<file path="config.mk">
export PLATFORM = sky130hd
export DESIGN_NAME = chain_walker
export DESIGN_NICKNAME = d
export VERILOG_FILES = /design/src/rtl/chain_walker_pkg.sv /design/src/rtl/chain_walker_loopguard.sv /design/src/rtl/chain_walker_dp.sv /design/src/rtl/chain_walker_ctrl.sv /design/src/rtl/chain_walker.sv
export SDC_FILE = /design/constraint.sdc
export NUM_CORES = 1
export LEC_CHECK = 0
export ABC_AREA = 1
export BUFFER_PORTS_ARGS = -buffer_cell sky130_fd_sc_hd__buf_2
export CAP_MARGIN = 20
export CORE_UTILIZATION = 50
export DETAILED_ROUTE_END_ITERATION = 6
export PLACE_DENSITY_LB_ADDON = 0.25
export REMOVE_ABC_BUFFERS = 1
export SLEW_MARGIN = 30
export SYNTH_ARGS = -nofsm -noshare
export SYNTH_HDL_FRONTEND = slang
export SYNTH_SLANG_ARGS = --single-unit
</file>
<file path="constraint.sdc">
create_clock -name clk -period 2.55 [get_ports clk]
set_input_delay 0.6375 -clock clk [delete_from_list [all_inputs] [get_ports clk]]
set_output_delay 0.6375 -clock clk [all_outputs]
set_load 0.05 [all_outputs]
</file>
<file path="src/rtl/chain_walker_pkg.sv">
package chain_walker_pkg;

  localparam int HDR_W     = 32;
  localparam int PTR_W     = 24;
  localparam int CNT_LSB   = 24;
  localparam int TERM_BIT  = 23;

  typedef enum logic [2:0] {
    ST_IDLE,
    ST_VISIT,
    ST_HDR,
    ST_PAYRD,
    ST_PAYCAP,
    ST_FINISH
  } walk_state_e;

  // strobes from control to datapath
  typedef struct packed {
    logic loadStart;
    logic visit;
    logic latchHdr;
    logic payRead;
    logic payCapture;
    logic follow;
    logic finalCur;
    logic finalNext;
  } walk_strobe_t;

  // conditions from datapath to control
  typedef struct packed {
    logic loopHit;
    logic limitHit;
    logic remZero;
    logic linkTerm;
    logic holdRoom;
    logic holdValid;
  } walk_status_t;

endpackage

</file>
<file path="src/rtl/chain_walker_loopguard.sv">
module chain_walker_loopguard
  import chain_walker_pkg::*;
(
  input  logic             clk,
  input  logic             rst_n,
  input  logic             clear,
  input  logic             update,
  input  logic [PTR_W-1:0] addr,
  output logic             hit
);

  localparam logic [PTR_W-1:0] SEED = '1;

  logic [PTR_W-1:0] lastAddr, backAddr, fwdAddr;

  assign hit = (addr == backAddr) || (addr == fwdAddr);

  always_ff @(posedge clk or negedge rst_n) begin
    if (!rst_n) begin
      lastAddr <= SEED;
      backAddr <= SEED;
      fwdAddr  <= SEED;
    end else if (clear) begin
      lastAddr <= SEED;
      backAddr <= SEED;
      fwdAddr  <= SEED;
    end else if (update) begin
      if (addr < lastAddr) backAddr <= addr;
      else                 fwdAddr  <= addr;
      lastAddr <= addr;
    end
  end

  AST_NO_VISIT_ON_HIT: assert property (@(posedge clk) disable iff (!rst_n)
    update |-> !hit);

endmodule

</file>
<file path="src/rtl/chain_walker_dp.sv">
module chain_walker_dp
  import chain_walker_pkg::*;
#(
  parameter int ADDR_W      = 21,
  parameter int WC_W        = 32,
  parameter int MAX_PACKETS = 2000000
) (
  input  logic              clk,
  input  logic              rst_n,
  input  walk_strobe_t      strb,
  input  logic [PTR_W-1:0]  startAddr,
  input  logic [HDR_W-1:0]  memRdata,
  input  logic              outReady,
  output logic              memRen,
  output logic [ADDR_W-3:0] memAddr,
  output logic              outValid,
  output logic [HDR_W-1:0]  outData,
  output logic [PTR_W-1:0]  finalPtr,
  output logic [WC_W-1:0]   wordCount,
  output walk_status_t      status
);

  localparam int WIDX_W = ADDR_W - 2;
  localparam int PKT_W  = $clog2(MAX_PACKETS + 1);
  localparam int CNT_W  = HDR_W - CNT_LSB;
  localparam logic [PTR_W-1:0] ADDR_MASK = PTR_W'(((64'd1 << ADDR_W) - 64'd1) & ~64'd3);

  logic [PTR_W-1:0]  curAddr;
  logic [PTR_W-1:0]  nextPtr;
  logic [WIDX_W-1:0] payIdx;
  logic [CNT_W-1:0]  remCnt;
  logic [PKT_W-1:0]  pktCount;
  logic              holdValid;
  logic [HDR_W-1:0]  holdData;
  logic              guardHit;

  chain_walker_loopguard u_guard (
    .clk    (clk),
    .rst_n  (rst_n),
    .clear  (strb.loadStart),
    .update (strb.visit),
    .addr   (curAddr),
    .hit    (guardHit)
  );

  assign memRen  = strb.visit | strb.payRead;
  assign memAddr = strb.visit ? curAddr[ADDR_W-1:2] : payIdx;

  assign outValid = holdValid;
  assign outData  = holdData;

  assign status.loopHit   = guardHit;
  assign status.limitHit  = (pktCount == PKT_W'(MAX_PACKETS));
  assign status.remZero   = (remCnt == '0);
  assign status.linkTerm  = nextPtr[TERM_BIT];
  assign status.holdRoom  = !holdValid || outReady;
  assign status.holdValid = holdValid;

  always_ff @(posedge clk or negedge rst_n) begin
    if (!rst_n) begin
      curAddr   <= '0;
      nextPtr   <= '0;
      payIdx    <= '0;
      remCnt    <= '0;
      pktCount  <= '0;
      finalPtr  <= '0;
      wordCount <= '0;
    end else begin
      if (strb.loadStart) begin
        curAddr   <= startAddr & ADDR_MASK;
        wordCount <= WC_W'(1);
        pktCount  <= '0;
      end
      if (strb.visit) begin
        pktCount <= pktCount + PKT_W'(1);
        payIdx   <= curAddr[ADDR_W-1:2] + WIDX_W'(1);
      end
      if (strb.latchHdr) begin
        remCnt    <= memRdata[HDR_W-1:CNT_LSB];
        nextPtr   <= memRdata[PTR_W-1:0];
        wordCount <= wordCount + WC_W'(memRdata[HDR_W-1:CNT_LSB]) + WC_W'(1);
      end
      if (strb.payRead) begin
        payIdx <= payIdx + WIDX_W'(1);
        remCnt <= remCnt - CNT_W'(1);
      end
      if (strb.follow)    curAddr  <= nextPtr & ADDR_MASK;
      if (strb.finalCur)  finalPtr <= curAddr;
      if (strb.finalNext) finalPtr <= nextPtr;
    end
  end

  always_ff @(posedge clk or negedge rst_n) begin
    if (!rst_n) begin
      holdValid <= 1'b0;
      holdData  <= '0;
    end else if (strb.payCapture) begin
      holdValid <= 1'b1;
      holdData  <= memRdata;
    end else if (holdValid && outReady) begin
      holdValid <= 1'b0;
    end
  end

  AST_HOLD_STABLE: assert property (@(posedge clk) disable iff (!rst_n)
    (outValid && !outReady) |=> (outValid && $stable(outData)));

  AST_NO_CLOBBER: assert property (@(posedge clk) disable iff (!rst_n)
    strb.payCapture |-> !holdValid);

  AST_PKT_BOUND: assert property (@(posedge clk) disable iff (!rst_n)
    strb.visit |-> (pktCount < PKT_W'(MAX_PACKETS)));

endmodule

</file>
<file path="src/rtl/chain_walker_ctrl.sv">
module chain_walker_ctrl
  import chain_walker_pkg::*;
(
  input  logic         clk,
  input  logic         rst_n,
  input  logic         startValid,
  input  walk_status_t status,
  output walk_strobe_t strb,
  output logic         busy,
  output logic         done
);

  walk_state_e state, nextState;

  always_comb begin
    strb      = '0;
    nextState = state;
    done      = 1'b0;
    unique case (state)
      ST_IDLE: begin
        if (startValid) begin
          strb.loadStart = 1'b1;
          nextState      = ST_VISIT;
        end
      end
      ST_VISIT: begin
        if (status.limitHit || status.loopHit) begin
          strb.finalCur = 1'b1;
          nextState     = ST_FINISH;
        end else begin
          strb.visit = 1'b1;
          nextState  = ST_HDR;
        end
      end
      ST_HDR: begin
        strb.latchHdr = 1'b1;
        nextState     = ST_PAYRD;
      end
      ST_PAYRD: begin
        if (status.remZero) begin
          if (status.linkTerm) begin
            strb.finalNext = 1'b1;
            nextState      = ST_FINISH;
          end else begin
            strb.follow = 1'b1;
            nextState   = ST_VISIT;
          end
        end else if (status.holdRoom) begin
          strb.payRead = 1'b1;
          nextState    = ST_PAYCAP;
        end
      end
      ST_PAYCAP: begin
        strb.payCapture = 1'b1;
        nextState       = ST_PAYRD;
      end
      ST_FINISH: begin
        if (!status.holdValid) begin
          done      = 1'b1;
          nextState = ST_IDLE;
        end
      end
      default: nextState = ST_IDLE;
    endcase
  end

  always_ff @(posedge clk or negedge rst_n) begin
    if (!rst_n) state <= ST_IDLE;
    else        state <= nextState;
  end

  assign busy = (state != ST_IDLE);

  AST_DONE_PULSE: assert property (@(posedge clk) disable iff (!rst_n)
    done |=> !done);

  AST_START_TAKEN: assert property (@(posedge clk) disable iff (!rst_n)
    (!busy && startValid) |=> busy);

  AST_LOOP_STOP: assert property (@(posedge clk) disable iff (!rst_n)
    (state == ST_VISIT && status.loopHit) |=> (state == ST_FINISH));

endmodule

</file>
<file path="src/rtl/chain_walker.sv">
module chain_walker
  import chain_walker_pkg::*;
#(
  parameter int ADDR_W      = 21,
  parameter int WC_W        = 32,
  parameter int MAX_PACKETS = 2000000
) (
  input  logic              clk,
  input  logic              rst_n,
  input  logic              startValid,
  input  logic [23:0]       startAddr,
  output logic              memRen,
  output logic [ADDR_W-3:0] memAddr,
  input  logic [31:0]       memRdata,
  output logic              outValid,
  input  logic              outReady,
  output logic [31:0]       outData,
  output logic              busy,
  output logic              done,
  output logic [23:0]       finalPtr,
  output logic [WC_W-1:0]   wordCount
);

  walk_strobe_t strb;
  walk_status_t status;

  chain_walker_ctrl u_ctrl (
    .clk        (clk),
    .rst_n      (rst_n),
    .startValid (startValid),
    .status     (status),
    .strb       (strb),
    .busy       (busy),
    .done       (done)
  );

  chain_walker_dp #(
    .ADDR_W      (ADDR_W),
    .WC_W        (WC_W),
    .MAX_PACKETS (MAX_PACKETS)
  ) u_dp (
    .clk       (clk),
    .rst_n     (rst_n),
    .strb      (strb),
    .startAddr (startAddr),
    .memRdata  (memRdata),
    .outReady  (outReady),
    .memRen    (memRen),
    .memAddr   (memAddr),
    .outValid  (outValid),
    .outData   (outData),
    .finalPtr  (finalPtr),
    .wordCount (wordCount),
    .status    (status)
  );

  AST_ONE_READ: assert property (@(posedge clk) disable iff (!rst_n)
    memRen |=> !memRen);

endmodule

</file>
After elaboration in Yosys (flattened, before gate mapping)
Cells that the tools add are included.
Storage, ports and cells
  word-level logic and storage cells: 102
  output and inout port bits: 111
  bits of input ports: 60
  register bits after elaboration: 260
Operators by class
  reductions and logical operators: 20
  order comparisons: 1
  eq/ne operators: 12
  add/subtract/negate cells: 6
  bitwise gates (word level): 1
  muxes and demuxes: 49
Operator list (number)
  $mux 24: 12
  $mux 32: 2
  $mux 19: 3
  $eq 24x24->1: 2
  $mux 21: 2
  $add 19x1->19 const B: 2
  $add 32x1->32 const B: 1
  $add 32x8->32: 1
  $lt 24x24->1: 1
  $add 21x1->21 const B: 1
  $eq 21x21->1 const B: 1
  $mux 1: 21
  $mux 3: 6
  $mux 8: 2
  $reduce_bool 2->1: 8
  $pmux 3 s5: 1
  $logic_not 8->1: 1
  $sub 8x1->8 const B: 1
  $eq 3x2->1 const B: 2
  $eq 3x3->1 const B: 2
  $ne 2x2->1 const B: 3
  $reduce_and 2->1: 2
  $eq 3x1->1 const B: 1
  $logic_not 3->1: 1
  8 further kinds: 10

Longest topological paths before layout
Gate-level depths: netlist of run 1.
  word-level depth: 7
  mapped depth: 18
  gate-level depth less buffers: 17

Hierarchy
A second synthesis of run 1 with hierarchy kept.
Second synthesis, totals
  cells, all modules: 1866
  area total of the unflattened synthesis: 14533.9 sq um
By module, submodules not included
  chain_walker_dp: cells each 1297, area each 9614.2 sq um, seq. area each 4504.3 sq um, times used 1
  chain_walker_loopguard: cells each 514, area each 4623.2 sq um, seq. area each 1891.8 sq um, times used 1
  chain_walker_ctrl: cells each 55, area each 296.5 sq um, seq. area each 75.1 sq um, times used 1

Least setup slack after synthesis of run 1
No wires, ideal clock.
  path type: register -> output
  start point: register u_dp.curAddr[13]
  end point: output port memAddr[10]
  data required time: 1.913 ns
  setup slack: -0.498 ns
  data arrival time: 2.410 ns
  path buffers: 1
  cell stages (with the launch flop): 10
  cell sequence: dfrtp_1 inv_1 nand2_1 o21ai_0 nor2_1 and3_1 nand3_1 nand4_2 clkbuf_1 o21ai_0
Between the ends
  longest elaborated chain between the ends: 6
  elaborated cells between the ends (all ways): 7
  classes of those cells: eq/ne (2); mux (3); reduce/logical (2)
Ends and longest elaborated chain
  from (decl): line chain_walker_dp.sv:28  | logic [PTR_W-1:0] curAddr;
  from (signal assigned): line chain_walker_dp.sv:70  | curAddr <= startAddr & ADDR_MASK;
  from (signal assigned): line chain_walker_dp.sv:87  | if (strb.follow) curAddr <= nextPtr & ADDR_MASK;
  $eq 24x24->1: line chain_walker_loopguard.sv:16  | assign hit = (addr == backAddr) || (addr == fwdAddr);
  $logic_or 1x1->1 (*): line chain_walker_loopguard.sv:16
  $logic_or 1x1->1 (*): line chain_walker_ctrl.sv:27  | if (status.limitHit || status.loopHit) begin
  $mux 1 (*): line chain_walker_ctrl.sv:27
  $mux 1 (*): line chain_walker_ctrl.sv:19  | unique case (state)
  $mux 19 (*): line chain_walker_dp.sv:47  | assign memAddr = strb.visit ? curAddr[ADDR_W-1:2] : payIdx;
  to (decl): line chain_walker.sv:13  | output logic [ADDR_W-3:0] memAddr,
Every way passes the cells marked *; elsewhere a longest branch is shown, timed or not.

Final worst setup path of run 1
  start point: register u_dp.u_guard.fwdAddr[8]
  end point: output port memAddr[3]
Between the ends
  longest elaborated chain between the ends: 6
Ends and longest elaborated chain
  from (decl): line chain_walker_loopguard.sv:14  | logic [PTR_W-1:0] lastAddr, backAddr, fwdAddr;
  from (signal assigned): line chain_walker_loopguard.sv:29  | else fwdAddr <= addr;
  $eq 24x24->1: line chain_walker_loopguard.sv:16
  $logic_or 1x1->1: line chain_walker_loopguard.sv:16
  $logic_or 1x1->1: line chain_walker_ctrl.sv:27
  $mux 1: line chain_walker_ctrl.sv:27
  $mux 1: line chain_walker_ctrl.sv:19
  $mux 19: line chain_walker_dp.sv:47
Every way passes these cells.

==> run metrics, run 1 <==
Avg Synthesized Cell Area 7.82 µm²; flip-flop and latch count after synthesis 243; Die Wd 165 µm; input/output buffers 165; setup slack after placement -223 ps; clock transition at the registers of the reported paths 60 ps; violations in the final reports negative setup slack; share of synthesized flip-flops with an asynchronous set or reset 1.00; Worst Tran Pin Value 653 ps; count of nets left with antenna violations after detail routing 0; share of final-layout standard cells stronger than drive strength 1 0.260; post-route cell area 16600 µm²; period utilisation layout 1.24; first-pass detailed-route iteration total 6; peak supply drop 0.000999 V; number of flops mapped to enable cells by yosys 0; total CTS buffers 28; data arrival time of the worst path 2520 ps; smallest setup slack after layout -609 ps; Slew Limit Headroom 0.564; Clock Latency Late Sink 550 ps; HPWL after detailed placement 27.0 mm; DIE AREA 27100 µm²; number of DRC violations after detailed routing 0; final hold slack 30.9 ps; most common library cell in the layout ignoring fill and taps sky130_fd_sc_hd__nand2_1; hold-fix buffer count after cts 0; Leakage Power 0.00830 µW; time the worst path needs with I/O delays and setup 3160 ps; effective utilization at floorplan 0.509; boundary pin count 171; capturing element type of the critical path primary output; unrepaired setup endpoints after global routing true; predominant post-synthesis flop cell sky130_fd_sc_hd__dfrtp_1; final WL 37.8 mm; Critical Path Source Type register; Syn Std Cell Area 13200 µm²; number of nets in the layout 2034; core region area 26000 µm²; overall fraction of global-route tracks in use 0.284; Critical Setup Path Class register to primary output; average routed wire per standard cell 16.4 µm; Cell Pwr Density 1480 nW/µm²; number of levels in the clock H-tree 1; Pins Over Slew Limit 0; WP data required 1910 ps; final-report hold violation count 0; P&R area growth vs syn 25.8%; reg-to-reg startpoint u_dp.u_guard.fwdAddr[8]$_DFFE_PN1P_; utilization after layout 0.640; DIE HEIGHT 165 µm; number of antenna violations at the first check in global routing 0; root buffer selected by CTS sky130_fd_sc_hd__clkbuf_16; count of synthesis-stage warnings from yosys 0; DRC marker count from the first detailed-route iteration 1001; gr ovfl total 0; final estimated routing congestion in global placement 0.904; maximum number of pins on one net before global-route repair 68; worst setup path start u_dp.u_guard.fwdAddr[8]$_DFFE_PN1P_; Maximum Capacitance Violations 0; portion of the post-synthesis area used by sequential elements 0.466; number of instances in the synthesized netlist 1690; Post-Route Skew 15.8 ps; placed standard-cell area 15100 µm²; final setup violation count 20; clock sinks 243; buffer levels on the longest clock path 3; global-route wire length before repair 61.3 mm; maximum operating frequency 317 MHz; total inserted antenna cells 0; Cell variety after synth 52; number of rows created at floorplan 59; CTS tree done; via count 12492; Crit Path Max Fanout 5; status finished, violations left; type of the tightest min-delay check input pin to async pin; via count of the first global-routing pass 11848; commonest cells after routing, fill and taps aside sky130_fd_sc_hd__nand2_1, sky130_fd_sc_hd__dfrtp_1, sky130_fd_sc_hd__inv_1, sky130_fd_sc_hd__o21ai_0, sky130_fd_sc_hd__nand3_1; vias per std cell 5.43
## cell usage after synthesis, types with 7 or more instances
library cell               number  area (µm²)
sky130_fd_sc_hd__nor2_1        78         293
sky130_fd_sc_hd__dfrtp_1      183        4580
sky130_fd_sc_hd__o21ai_1       17        85.1
sky130_fd_sc_hd__a21oi_1       20         100
sky130_fd_sc_hd__o21ai_0      181         906
sky130_fd_sc_hd__a22oi_1       24         180
sky130_fd_sc_hd__nand4_1       28         175
sky130_fd_sc_hd__nand3b_1       8        60.1
sky130_fd_sc_hd__buf_4          7        52.6
sky130_fd_sc_hd__buf_2         23         115
sky130_fd_sc_hd__xnor2_1       11        96.3
sky130_fd_sc_hd__dfstp_2       60        1580
sky130_fd_sc_hd__nor3_1        25         125
sky130_fd_sc_hd__o22ai_1       17         106
sky130_fd_sc_hd__nand3_1      163         816
sky130_fd_sc_hd__nor2_2        14        87.6
sky130_fd_sc_hd__inv_1        169         634
sky130_fd_sc_hd__inv_2         13        48.8
sky130_fd_sc_hd__xor2_1        26         228
sky130_fd_sc_hd__ha_1          31         388
sky130_fd_sc_hd__nand2_1      487        1830
sky130_fd_sc_hd__nand2_2       14        87.6
sky130_fd_sc_hd__clkbuf_1      31         116
## sequential cells by signal, summed over array words and instances (netlist names), 8 cells and up
signal                 cells
u_dp.curAddr              19
u_dp.finalPtr             24
u_dp.nextPtr              24
u_dp.outData              32
u_dp.payIdx               19
u_dp.pktCount             21
u_dp.remCnt                8
u_dp.u_guard.backAddr     20
u_dp.u_guard.fwdAddr      20
u_dp.u_guard.lastAddr     20
u_dp.wordCount            32
## worst max-delay path, stage by stage, from the launching register on
cell and delay (ps):
sky130_fd_sc_hd__dfstp_2 530, sky130_fd_sc_hd__inv_1 40, sky130_fd_sc_hd__nand2_1 50, sky130_fd_sc_hd__nand2_1 70, sky130_fd_sc_hd__nor3_2 100, sky130_fd_sc_hd__nand3_1 100, sky130_fd_sc_hd__nor2_2 170, sky130_fd_sc_hd__nand3_2 130
sky130_fd_sc_hd__nand4_4 200, sky130_fd_sc_hd__buf_6 140, sky130_fd_sc_hd__buf_6 110, sky130_fd_sc_hd__nand2_2 50, sky130_fd_sc_hd__o21ai_2 90, sky130_fd_sc_hd__buf_6 190
## layout make-up
class / count / area (µm²)
tap: 335 / 419
sequential: 243 / 6160
inverter: 183 / 688
timing repair buffer: 291 / 2120
clock buffer: 44 / 842
fill: 2257 / 9350
clock inverter: 8 / 124
multi-input combinational: 1195 / 6280
## per-layer routing
layer  wire length (µm)  track usage
met4                753       0.0738
met2              17100        0.439
met3               2780       0.0480
met1              17100        0.413
met5                  0            0
## report_power, final
group / internal [µW] / switching [µW] / total [µW]
sequential: 5770 / 1220 / 6990
clock: 2570 / 1630 / 4200
combinational: 4630 / 8780 / 13400
total: 13000 / 11600 / 24600
## path summary, 6_finish.rpt
kind / to / slack [ps] / cells after the start
max: memAddr[3] / -610 / 13
min in group clk: u_dp.curAddr[18]$_DFFE_PN0P_ / 340 / 3
min reg2reg: u_dp.u_guard.fwdAddr[22]$_DFFE_PN1P_ / 460 / 2
max reg2reg: u_dp.u_guard.backAddr[22]$_DFFE_PN1P_ / 120 / 15
min: u_dp.outData[1]$_DFFE_PN0P_ / 30 / 1
max in group asynchronous: u_dp.u_guard.lastAddr[5]$_DFFE_PN1P_ / 1720 / 2
## through the flow
stage	cells	total power, µW	setup TNS (ps)
floorplan	1621	14700	-147950
global route	2299	26200	-13160
detailed placement	2236	19200	-2930
global placement	2236	18900	-2600
finish	2299	24600	-11190
CTS	2291	24100	-10680
## logic make-up (layout without fill, tap and decap cells)
family / Yosys count / after routing / synth area share
fa+ha+maj: 32 / 32 / 0.0309
compound gates: 279 / 279 / 0.117
xor+xnor: 37 / 37 / 0.0245
buf+inv: 252 / 526 / 0.0799
simple gates: 843 / 843 / 0.279
mux: 4 / 4 / 0.00322
flops: 243 / 243 / 0.466
## repair_timing
item                       CTS  global route
buffers inserted             2             8
pin swaps                    1             8
gates cloned                 1             0
resized for setup           83            58
setup endpoints to repair   20            87
Note: power is estimated with default switching activity, not from simulation.
==> run 2, diff against run 1 <==
--- a/config.mk
+++ b/config.mk
@@ -10,7 +10,7 @@
 export CAP_MARGIN = 20
 export CORE_UTILIZATION = 50
 export DETAILED_ROUTE_END_ITERATION = 6
-export PLACE_DENSITY_LB_ADDON = 0.25
+export PLACE_DENSITY_LB_ADDON = 0.05
 export REMOVE_ABC_BUFFERS = 1
 export SLEW_MARGIN = 30
 export SYNTH_ARGS = -nofsm -noshare
==> run metrics, run 2 (synthesized netlist as in run 1, its figures left out) <==
status finished, violations left; violations in the final reports negative setup slack; global-route wire length before repair 60.2 mm (-1.8%); HPWL after detailed placement 26.7 mm (-1.1%); DIE HEIGHT 165 µm (unchanged); capturing element of the worst setup path memAddr[16]; final WL 37.8 mm (about the same); time the worst path needs with I/O delays and setup 3090 ps (-65.0 ps); gr ovfl total 0 (unchanged); DIE AREA 27100 µm² (unchanged); number of rows created at floorplan 59 (unchanged); final-report hold violation count 0 (unchanged); setup slack after placement -197 ps (+25.9 ps); peak supply drop 0.00101 V (+0.74%); Pins Over Slew Limit 0 (unchanged); buffer levels on the longest clock path 3 (unchanged); boundary pin count 171 (unchanged); Worst Tran Pin Value 570 ps (-82.5 ps); worst setup path start u_dp.u_guard.fwdAddr[8]$_DFFE_PN1P_; Cell Pwr Density 1480 nW/µm² (-0.19%); maximum number of pins on one net before global-route repair 74 (+8.8%); period utilisation layout 1.21 (-0.0255); DRC marker count from the first detailed-route iteration 876 (-12%); Leakage Power 0.00836 µW (+0.80%); total power of the final layout 24800 µW (+0.71%); total CTS buffers 28 (unchanged); number of levels in the clock H-tree 1 (unchanged); reg-to-reg slack, setup 40 ps (-80 ps); number of nets in the layout 2045 (+0.54%); average routed wire per standard cell 16.3 µm (-0.52%); clock sinks 243 (unchanged); Clock Latency Late Sink 540 ps (about the same); Post-Route Skew 10.1 ps (-5.71 ps); Critical Setup Path Class register to primary output; capturing element type of the critical path primary output; final estimated routing congestion in global placement 0.952 (+5.2%); number of cells on the worst reg-to-reg path 17 (+2); P&R area growth vs syn 26.9%; data arrival time of the worst path 2460 ps (-60 ps); unrepaired setup endpoints after global routing true; final setup violation count 20 (unchanged); core region area 26000 µm² (unchanged); commonest cells after routing, fill and taps aside sky130_fd_sc_hd__nand2_1, sky130_fd_sc_hd__dfrtp_1, sky130_fd_sc_hd__o21ai_0, sky130_fd_sc_hd__inv_1, sky130_fd_sc_hd__nand3_1; input/output buffers 165 (unchanged); hold-fix buffer count after cts 0 (unchanged); smallest setup slack after layout -544 ps (+65.0 ps); overall fraction of global-route tracks in use 0.280 (-0.00401); Die Wd 165 µm (unchanged); endpoint of the lowest-slack register-to-register path u_dp.payIdx[18]$_DFFE_PN0P_; share of final-layout standard cells stronger than drive strength 1 0.270 (+0.00969); CTS tree done; number of DRC violations after detailed routing 0 (unchanged); reg-to-reg startpoint u_dp.remCnt[0]$_DFFE_PN0P_; vias per std cell 5.35 (-1.5%); count of nets left with antenna violations after detail routing 0 (unchanged); number of antenna violations at the first check in global routing 2 (+2); Critical Path Source Type register; type of the tightest min-delay check input pin to async pin; Crit Path Max Fanout 26 (+21); via count 12368 (-0.99%); Slew Limit Headroom 0.620 (+0.0555); filler instances 2284 (+1.2%); sum of negative setup slack -10170 ps (+1020 ps); clock transition at the registers of the reported paths 60 ps (about the same); first-pass detailed-route iteration total 5 (-1); most common library cell in the layout ignoring fill and taps sky130_fd_sc_hd__nand2_1; maximum operating frequency 323 MHz (+2.1%); effective utilization at floorplan 0.509 (unchanged); via count of the first global-routing pass 11505 (-2.9%); root buffer selected by CTS sky130_fd_sc_hd__clkbuf_16; Maximum Capacitance Violations 0 (unchanged); WP data required 1910 ps (about the same)
[run 2: changes by cell type in the layout (fill, tap and decap cells not counted), sizes merged]
cell	delta
clkinvlp	-1
clkbuf	-4
clkinv	+5
diode	+2
buf	+10
bufinv	+1
[run 2: cell type report]
type,count,area [µm²],area share
diodes,2,5.00,0.000298
clock buffers,39,783,0.0467
clock inverters,13,169,0.0101
inverters,183,688,0.0410
multi-input cells,1195,6320,0.377
flip-flops and latches,243,6160,0.367
well taps,335,419,0.0250
repair buffers,302,2230,0.133
[run 2: layer usage]
layer,routed length [µm],vias up,track usage
met1,17900,5928,0.412
met4,758,0,0.0613
met2,16800,313,0.432
li1,-,6076,-
met3,2340,51,0.0462
met5,0,-,0
[run 2: per-stage QoR]
stage / area [µm²] / util / std cells / hold slack (ps)
global route: 16800 / 0.646 / 2311 / 58.7
floorplan: 12900 / - / 1621 / 342
detailed placement: 15100 / 0.583 / 2238 / 452
global placement: 15100 / 0.583 / 2238 / 450
finish: 16800 / 0.646 / 2312 / 32.4
CTS: 16400 / 0.629 / 2298 / 39.5
[run 2: repair_timing]
item,in CTS,in global routing
endpoints found under the hold margin,0,0
resized for setup,79,82
pin swaps,8,12
gates cloned,1,1
buffers inserted,7,13
endpoints found under the setup margin,31,113
[run 2: critical path, cell delays in order (launching register included)]
cell                      delay (ps)
sky130_fd_sc_hd__dfstp_2         540
sky130_fd_sc_hd__inv_2            40
sky130_fd_sc_hd__nand2_2          50
sky130_fd_sc_hd__nand2_2          60
sky130_fd_sc_hd__nor3_2          110
sky130_fd_sc_hd__nand3_1         100
sky130_fd_sc_hd__nor2_2          150
sky130_fd_sc_hd__nand3_2         120
sky130_fd_sc_hd__nand4_4         160
sky130_fd_sc_hd__buf_12          190
sky130_fd_sc_hd__nand2_1          60
sky130_fd_sc_hd__o21ai_0          90
sky130_fd_sc_hd__buf_4           240
[run 2: worst min path at each step]
stage	slack (ps)	startpoint	to	depth (start not counted)
after CTS	40	rst_n	u_dp.curAddr[8]$_DFFE_PN0P_	1
after detailed placement	450	u_dp.u_guard.fwdAddr[19]$_DFFE_PN1P_	u_dp.u_guard.fwdAddr[19]$_DFFE_PN1P_	2
after floorplan	340	rst_n	u_ctrl.state[0]$_DFFE_PN0P_	0
final	30	rst_n	u_dp.curAddr[10]$_DFFE_PN0P_	1
after global placement	450	u_dp.u_guard.fwdAddr[19]$_DFFE_PN1P_	u_dp.u_guard.fwdAddr[19]$_DFFE_PN1P_	2
after global routing	60	rst_n	u_dp.curAddr[8]$_DFFE_PN0P_	1
[run 2: where the power goes]
part | switching, µW | leakage (µW) | total (µW) | internal (µW)
Clock | 1640 | 0.000474 | 4190 | 2550
Combinational | 8770 | 0.00490 | 13600 | 4820
Sequential | 1220 | 0.00299 | 7000 | 5780
Total | 11600 | 0.00836 | 24800 | 13100
==> run 3, diff against run 2 <==
--- a/config.mk
+++ b/config.mk
@@ -10,7 +10,7 @@
 export CAP_MARGIN = 20
 export CORE_UTILIZATION = 50
 export DETAILED_ROUTE_END_ITERATION = 6
-export PLACE_DENSITY_LB_ADDON = 0.05
+export PLACE_DENSITY = 0.71
 export REMOVE_ABC_BUFFERS = 1
 export SLEW_MARGIN = 30
 export SYNTH_ARGS = -nofsm -noshare
==> run metrics, run 3 (synthesized netlist as in run 1, its figures left out) <==
status finished, violations left; violations in the final reports negative setup slack; total inserted antenna cells 0 (-2); sequential cell fraction of total power 0.291 (+0.008); WP data required 1910 ps (about the same); first-pass detailed-route iteration total 6 (+1); input/output buffers 165 (unchanged); final setup violation count 20 (unchanged); maximum operating frequency 324 MHz (+0.34%); boundary pin count 171 (unchanged); global-route wire length before repair 60.0 mm (-0.31%); share of final-layout standard cells stronger than drive strength 1 0.258 (-0.0115); number of antenna violations at the first check in global routing 0 (-2); time the worst path needs with I/O delays and setup 3080 ps (-10.5 ps); Slew Limit Headroom 0.620 (about the same); type of the tightest min-delay check input pin to async pin; root buffer selected by CTS sky130_fd_sc_hd__clkbuf_16; number of nets in the layout 2032 (-0.64%); Clock Latency Late Sink 550 ps (about the same); gr ovfl total 0 (unchanged); final estimated routing congestion in global placement 0.902 (-5.2%); Leakage Power 0.00823 µW (-1.6%); final WL 38.2 mm (+1.2%); DRC marker count from the first detailed-route iteration 969 (+11%); Crit path buffers/inverters 4 (+1); number of levels in the clock H-tree 1 (unchanged); setup slack after placement -245 ps (-48.0 ps); total CTS buffers 28 (unchanged); data arrival time of the worst path 2450 ps (about the same); final-report hold violation count 0 (unchanged); cell repeated most along the worst path sky130_fd_sc_hd__nand2_1; utilization after layout 0.634 (-0.0120); via count of the first global-routing pass 11668 (+1.4%); DIE AREA 27100 µm² (unchanged); CTS tree done; stage delay of the slowest cell on the critical path 550 ps (about the same); critical-path cell list inv_2 -> nand2_1 -> nand2_1 -> nor3_2 -> nand3b_1 -> nor2_1 -> nand3_2 -> nand4_4 -> buf_4 -> buf_8 -> nand2_4 -> o21ai_4 -> buf_6; power spent charging and discharging nets 11600 µW (-0.60%); Post-Route Skew 18.4 ps (+8.34 ps); peak supply drop 0.000956 V (-5.0%); maximum number of pins on one net before global-route repair 63 (-15%); kind of cell with the highest combined delay on the critical path simple AND/OR/NAND/NOR gates; capturing element type of the critical path primary output; vias per std cell 5.46 (+2.1%); commonest cells after routing, fill and taps aside sky130_fd_sc_hd__nand2_1, sky130_fd_sc_hd__dfrtp_1, sky130_fd_sc_hd__o21ai_0, sky130_fd_sc_hd__inv_1, sky130_fd_sc_hd__nand3_1; Worst Tran Pin Value 564 ps (-5.88 ps); logic gate share of total power 0.537 (-0.012); Pins Over Slew Limit 0 (unchanged); Maximum Capacitance Violations 0 (unchanged); Critical Path Source Type register; sum of negative setup slack -9780 ps (+390 ps); period utilisation layout 1.21 (-0.00413); share of total power consumed by net switching 0.479 (+0.00951); Cell Pwr Density 1470 nW/µm² (-0.73%); reg-to-reg slack, setup 150 ps (+110 ps); unrepaired setup endpoints after global routing true; final hold slack 43.7 ps (+11.3 ps); P&R area growth vs syn 24.6%; smallest setup slack after layout -533 ps (+10.5 ps); clock transition at the registers of the reported paths 60 ps (about the same); count of nets left with antenna violations after detail routing 0 (unchanged); core region area 26000 µm² (unchanged); Crit Path Max Fanout 5 (-81%); HPWL after detailed placement 27.2 mm (+1.7%); overall fraction of global-route tracks in use 0.280 (about the same); number of rows created at floorplan 59 (unchanged); DIE HEIGHT 165 µm (unchanged); effective utilization at floorplan 0.509 (unchanged); number of DRC violations after detailed routing 0 (unchanged); Clock Power Share 0.173 (+0.004); most common library cell in the layout ignoring fill and taps sky130_fd_sc_hd__nand2_1; via count 12544 (+1.4%); internal power 12600 µW (-4.3%); clock sinks 243 (unchanged); Critical Setup Path Class register to primary output; Die Wd 165 µm (unchanged); cell type of the slowest stage on the worst timing path sky130_fd_sc_hd__dfstp_2; buffer levels on the longest clock path 3 (unchanged); average routed wire per standard cell 16.6 µm (+1.8%)
-- run 3: changes by cell type in the layout (fill, tap and decap cells not counted), moves of 5 or more --
cell	delta
sky130_fd_sc_hd__buf_8	-8
sky130_fd_sc_hd__clkbuf_1	-6
sky130_fd_sc_hd__nand2_1	+11
sky130_fd_sc_hd__o21ai_4	-5
sky130_fd_sc_hd__buf_12	-6
sky130_fd_sc_hd__nand2_2	-10
-- run 3: repair_timing --
action | in CTS | in global routing
endpoints found under the setup margin | 20 | 49
gates resized for setup | 70 | 51
pin swaps | 1 | 3
gates cloned | 0 | 1
buffers inserted | 3 | 8
hold buffers | 0 | 0
-- run 3: worst paths after layout --
path / start / endpoint / depth (start not counted)
max: u_dp.u_guard.fwdAddr[5]$_DFFE_PN1P_ / memAddr[5] / 13
min: rst_n / u_dp.pktCount[20]$_DFFE_PN0P_ / 1
max reg2reg: u_dp.curAddr[11]$_DFFE_PN0P_ / u_dp.u_guard.backAddr[11]$_DFFE_PN1P_ / 13
min reg2reg: u_dp.u_guard.fwdAddr[19]$_DFFE_PN1P_ / u_dp.u_guard.fwdAddr[19]$_DFFE_PN1P_ / 2
max in group asynchronous: rst_n / u_dp.u_guard.lastAddr[11]$_DFFE_PN1P_ / 2
min in group clk: startAddr[12] / u_dp.curAddr[12]$_DFFE_PN0P_ / 3
-- run 3: per-stage QoR --
| stage | std cells | instance area [µm²] | power, µW |
|---|---|---|---|
| 2_1_floorplan | 1621 | 12900 | 14700 |
| 3_3_place_gp | 2234 | 15100 | 18800 |
| 3_5_place_dp | 2234 | 15100 | 19000 |
| 4_1_cts | 2289 | 16200 | 23700 |
| 5_1_grt | 2297 | 16500 | 25700 |
| 6_report | 2297 | 16500 | 24100 |
-- run 3: worst register-to-register path, cell delays in order, from the launching register on --
cell and delay [ps]:
sky130_fd_sc_hd__dfrtp_1 400, sky130_fd_sc_hd__buf_4 170, sky130_fd_sc_hd__ha_1 280, sky130_fd_sc_hd__nand2_1 70, sky130_fd_sc_hd__o21ai_0 480, sky130_fd_sc_hd__nand2_1 100
sky130_fd_sc_hd__o211ai_1 120, sky130_fd_sc_hd__nand2_1 90, sky130_fd_sc_hd__nand3_1 90, sky130_fd_sc_hd__nand2_1 70, sky130_fd_sc_hd__nand2_1 120, sky130_fd_sc_hd__buf_4 220
sky130_fd_sc_hd__nand2_1 80, sky130_fd_sc_hd__nand2_1 70
-- run 3: area by class of cell --
class                      instances  area [µm²]
timing repair buffer             288        1970
sequential                       243        6160
fill                            2257        9520
clock inverter                    14         128
inverter                         183         691
tap                              335         419
clock buffer                      38         841
multi-input combinational       1196        6260
-- run 3: power groups by stage --
stage	clock, µW	combinational [µW]	sequential [µW]
3_3_place_gp	0	11800	6930
5_1_grt	4390	14100	7180
6_report	4170	13000	7010
3_5_place_dp	0	12100	6970
2_1_floorplan	0	6610	8090
4_1_cts	4220	12600	6950
-- run 3: routing by layer --
metal	share of wire	wire length (µm)	up-vias	track usage
li1	-	-	6032	-
met1	0.45	17200	6033	0.407
met2	0.46	17500	435	0.435
met3	0.075	2880	44	0.0472
met4	0.017	668	0	0.0709
met5	0	0	-	0
